$ cat config.mk
export PLATFORM = sky130hd
export DESIGN_NAME = parity_xcvr
export DESIGN_NICKNAME = d
export VERILOG_FILES = /design/src/rtl/parity_xcvr.sv
export SDC_FILE = /design/constraint.sdc
export NUM_CORES = 1
export LEC_CHECK = 0
export BUFFER_PORTS_ARGS = -buffer_cell sky130_fd_sc_hd__buf_2
export CORE_UTILIZATION = 30
export DETAILED_ROUTE_END_ITERATION = 12
export PLACE_DENSITY = 0.55
export SYNTH_ARGS = -nofsm -noshare
export SYNTH_HDL_FRONTEND = slang
export SYNTH_SLANG_ARGS = --single-unit
$ cat constraint.sdc
create_clock -name clk -period 3.9 [get_ports clk]
set_input_delay 0.975 -clock clk [delete_from_list [all_inputs] [get_ports clk]]
set_output_delay 0.975 -clock clk [all_outputs]
set_load 0.005 [all_outputs]
$ cat src/rtl/parity_xcvr.sv
module parity_xcvr #(
  parameter int DATA_W = 8
) (
  input  logic              clk,
  input  logic              rst_n,
  input  logic              odd_sel,
  input  logic              pass_par,
  input  logic              a_le,
  input  logic              b_le,
  input  logic              a_oe_n,
  input  logic              b_oe_n,
  input  logic [DATA_W:0]   a_in,
  input  logic [DATA_W:0]   b_in,
  output logic [DATA_W:0]   a_out,
  output logic [DATA_W:0]   b_out,
  output logic              a_drv,
  output logic              b_drv,
  output logic              a_err_n,
  output logic              b_err_n,
  output logic              oe_fault
);
  localparam int BW = DATA_W + 1;

  logic [BW-1:0] a_hold, b_hold;
  logic [BW-1:0] a_ext, b_ext;
  logic [BW-1:0] a_tx, b_tx;
  logic [BW-1:0] a_view, b_view;

  assign oe_fault = ~a_oe_n & ~b_oe_n;
  assign a_drv    = ~a_oe_n & b_oe_n;
  assign b_drv    = ~b_oe_n & a_oe_n;

  // transmit side never sees its own drive, so the pins are used directly
  assign a_ext = a_le ? a_in : a_hold;
  assign b_ext = b_le ? b_in : b_hold;

  assign a_tx = {pass_par ? a_ext[DATA_W] : (^a_ext[DATA_W-1:0]) ^ odd_sel,
                 a_ext[DATA_W-1:0]};
  assign b_tx = {pass_par ? b_ext[DATA_W] : (^b_ext[DATA_W-1:0]) ^ odd_sel,
                 b_ext[DATA_W-1:0]};

  assign a_out = a_drv ? b_tx : '0;
  assign b_out = b_drv ? a_tx : '0;

  // a driven bus loops back into its own latch
  assign a_view = a_le ? (a_drv ? b_tx : a_in) : a_hold;
  assign b_view = b_le ? (b_drv ? a_tx : b_in) : b_hold;

  always_ff @(posedge clk) begin
    if (!rst_n) begin
      a_hold <= '0;
      b_hold <= '0;
    end else begin
      if (a_le) a_hold <= a_view;
      if (b_le) b_hold <= b_view;
    end
  end

  assign a_err_n = ~((^a_view) ^ odd_sel);
  assign b_err_n = ~((^b_view) ^ odd_sel);

  AST_ONE_DRIVER: assert property (@(posedge clk) disable iff (!rst_n) !(a_drv && b_drv));
  AST_FAULT_QUIET: assert property (@(posedge clk) disable iff (!rst_n)
    oe_fault |-> (!a_drv && !b_drv && a_out == '0 && b_out == '0));
  AST_HOLD_A: assert property (@(posedge clk) disable iff (!rst_n)
    ($past(!a_le) && !a_le) |-> $stable(a_view));
  AST_HOLD_B: assert property (@(posedge clk) disable iff (!rst_n)
    ($past(!b_le) && !b_le) |-> $stable(b_view));
  AST_GEN_PARITY: assert property (@(posedge clk) disable iff (!rst_n)
    (!pass_par && b_drv) |-> ((^b_out) == odd_sel));
  AST_FEED_PARITY: assert property (@(posedge clk) disable iff (!rst_n)
    (pass_par && b_drv && a_le) |-> (b_out[DATA_W] == a_in[DATA_W]));
  AST_RX_CLEAN: assert property (@(posedge clk) disable iff (!rst_n)
    (!pass_par && b_drv && b_le) |-> b_err_n);
endmodule

==> results.md <==
Clock network:
- The clock transition at the registers of the reported paths is 0.07 ns.
- In this run the number of H-tree levels came out at 1.
- The later pin in the worst-skew pair is clocked with a latency of 0.26 ns.
- The total number of clock tree sinks is 18.
- The TritonCTS buffer count is 3.
- In this run the clock root is driven by a clkbuf_8.
- For this design, the CTS-stage hold fixing added 0 buffers.
- The longest clock path from root to sink contains 2 buffers.
- The TritonCTS clock tree is built.

Synth:
- The sequential element share of the synthesized area is 21.3%.
- The netlist uses 29 different library cells.
- Among all flip-flop cells after synthesis, the most frequent one is dfxtp_1.
- During synthesis, Yosys emitted a total of 0 warnings.
- The share of synthesized registers carrying an async set or reset is 0%.
- dfxtp_1 takes more of the synthesized area than any other cell.
- The number of enable flip-flop cells after synthesis is 0.
- Yosys attributes the largest share of cell area to dfxtp_1, mux2i_1, xor2_1.
- The net count of the mapped netlist is 224.
- The number of register bits inferred by synthesis is 18.
- The mean instance size in the synthesized netlist is 8.54 um2.
- The combined area of all synthesized cells is 1690 um2.
- The top cell type's share of synthesized area is 21.3%.
- Synthesis produced a netlist whose cell count is 198.

Finish:
- The number of antenna diodes in the final layout is 0.
- The post-route cell area is 2400 um2.
- Of the cells placed in the final design, the portion with a size suffix greater than 1 is 41.9%.
- The area growth from synthesis to layout is 42.2%.
- The core occupancy in the finished layout is 45.6%.
- After the last flow step, the layout net total stands at 295.

Floorplan:
- The die covers 5940 um2.
- The number of placed I/O pins is 49.
- The floorplan row count is 26.
- The initial core utilization is 32.1%.
- The die boundary width is 77.1 um.
- The chip height is 77.1 um.
- The placeable core area is 5270 um2.

Timing:
- On the final layout, the worst clock skew is 0.00355 ns.
- The post-layout worst setup margin is 0.0556 ns.
- The fraction of the cycle the final worst path needs is 98.6%.
- The remaining max-slew budget at the tightest pin is 82.3%.
- The number of max-slew violations in the final report came to 0.
- The final hold violation count was 0.
- The maximum frequency from static timing analysis is 260 MHz.
- Setup violations remaining at the end of the flow were counted as 0.
- The worst path needs 3.84 ns of the cycle, external delays included.
- The post-route worst hold slack is 0.631 ns.
- At the pin with the least slew margin, the transition time is 0.259 ns.

Critical path:
- STA classifies the critical path endpoint as an output pin.
- The critical path's largest stage delay is 0.39 ns.
- In this run the worst path has a maximum fanout of 11.
- The slowest stage cell on the critical path is xnor3_1.
- The category of the worst setup path launch point is a primary input.
- The classification of the worst setup path is in -> out.
- Data arrives at the worst endpoint at 2.87 ns.
- The cell occurring most often along the worst timing path is xor2_1.
- The critical path goes through buf_6, buf_12, and2b_2, a21oi_4, o21ai_2, xor2_1, xnor3_1, xnor2_2, xor2_1, buf_2.
- The required time of the worst setup path is 2.92 ns.

Pwr:
- Summed over all cells, the static leakage comes to 0.00120 uW.
- The power density over the cells is 293 nW/um2.
- The sum of internal, switching and leakage power is 705 uW.
- The worst-case IR drop observed on VDD is 183 uV.

Placement:
- The weighted congestion reported at the end of routability-driven placement is 0.779.
- The minimum setup slack after placement is -0.0802 ns.
- In this run the tool buffered the top-level ports with 48 buffer cells.
- Summing all placed instances gives a cell area of 2120 um2.
- After legalization and detailed placement, the total HPWL measured 3540 um.

Drt:
- The vias after detailed routing is 1583.
- The wire length per cell is 14.2 um.
- The vias per cell is 4.70.
- The first-pass detailed-route iteration total is 6.
- The routed wire length is 4790 um.
- For this block, the initial DRC count from the detailed router was 52.
- In the routed design, unresolved DRC markers number 0.
- The count of antenna-violating nets left after detailed routing is 0.

Global route:
- The first global-routing pass estimated 7200 um of wire.
- Entering global routing, the biggest net connects 19 pins.
- The number of antenna violations at the first check in global routing was 0.
- Global routing consumed, over all layers together, 15.6% of the routing resources.
- The number of global-route vias before repair was 1498.
- The remaining global-route overflow is 0.

Status:
- The flow ran to the end, and the final reports show no timing, DRC or antenna violations.

Worst hold path:
- The path class of the tightest hold or removal check is reg -> reg.

Job:
- The tool flagged a number of max-cap violations equal to 0.
[worst max-delay path: cells and delay by family]
family                    cells  cell delay, ns
buffers and inverters         3            0.40
and+or+nand+nor               1            0.25
AOI/OAI and AO/OA             2            0.27
xor gates and xnor gates      4            0.99
[worst paths after layout]
kind / from / end / slack, ns / cells past startpoint
max: b_le / a_err_n / 0.06 / 10
min reg2reg: b_hold[7]$_SDFFE_PN0P_ / b_hold[7]$_SDFFE_PN0P_ / 0.63 / 2
max reg2reg: b_hold[7]$_SDFFE_PN0P_ / a_hold[8]$_SDFFE_PN0P_ / 1.93 / 7
min: b_hold[7]$_SDFFE_PN0P_ / b_hold[7]$_SDFFE_PN0P_ / 0.63 / 2
[flip-flops by register name (all words and copies together) (netlist names)]
| signal | flops |
|---|---|
| a_hold | 9 |
| b_hold | 9 |
[cell families (layout without fill, tap and decap cells)]
kind of cell	after synthesis	count (layout)	share of synthesized area (%)
xor+xnor	37	37	23.2
mux	22	22	13.0
flops	18	18	21.3
simple gates	70	70	22.7
compound gates	36	36	12.9
buf+inv	15	84	6.80
[Yosys cell counts, types with 4 or more instances]
master,number
a31oi_1,13
nand2b_1,5
o21ai_1,4
and2b_2,4
o21ai_0,4
nand2_1,4
xor2_1,21
a21o_1,4
xnor2_1,11
nor2b_1,20
xnor3_1,5
dfxtp_1,18
mux2i_1,22
and2_1,8
a21oi_1,8
buf_6,5
nor2_1,25
[where the power goes]
part	internal (uW)	switching, uW
Clock	68.7	64.7
Combinational	199	167
Sequential	196	9.44
Total	464	241
[metrics by stage]
step	TNS, ns	std cells
2_1_floorplan	0	198
6_report	0	337
4_1_cts	0	333
3_3_place_gp	-0.162	330
5_1_grt	-0.0255	337
3_5_place_dp	-0.0976	330
[metal layers]
| layer | GRT usage [%] | up-vias | wire length (um) |
|---|---|---|---|
| met2 | 26.4 | 40 | 2310 |
| met3 | 3.33 | 2 | 241 |
| met5 | 0 | - | 0 |
| li1 | - | 803 | - |
| met1 | 20.6 | 738 | 2220 |
| met4 | 2.26 | 0 | 17 |
[cells in the final DEF (no fill, tap or decap), types with 3 or more instances in the layout]
master     n
and2_1     8
a31oi_1    8
mux2i_1   20
a21oi_2    3
nor2b_1   20
buf_6      5
xnor2_1    7
a31oi_2    4
a21o_1     4
buf_2     46
buf_4     24
a21oi_1    4
nand2b_1   4
xnor2_2    4
dfxtp_1   18
xnor3_1    5
o21ai_1    4
nand2_1    4
nor2_1    25
clkbuf_8   3
xor2_1    21
and2b_2    4
[layout make-up]
type                    instances  area [um2]
flip-flops and latches         18         360
well taps                      70        87.6
repair buffers                 77         507
fillers                       551        2870
inverters                       4        22.5
clock buffers                   3        41.3
multi-input cells             165        1390
[what timing repair did]
| action | in CTS | in global routing |
|---|---|---|
| cloned | 0 | 0 |
| setup buffers | 0 | 5 |
| pin swaps | 0 | 10 |
| gates resized for setup | 3 | 41 |
| setup endpoints to repair | 2 | 2 |
Note: power is estimated with default switching activity, not from simulation.
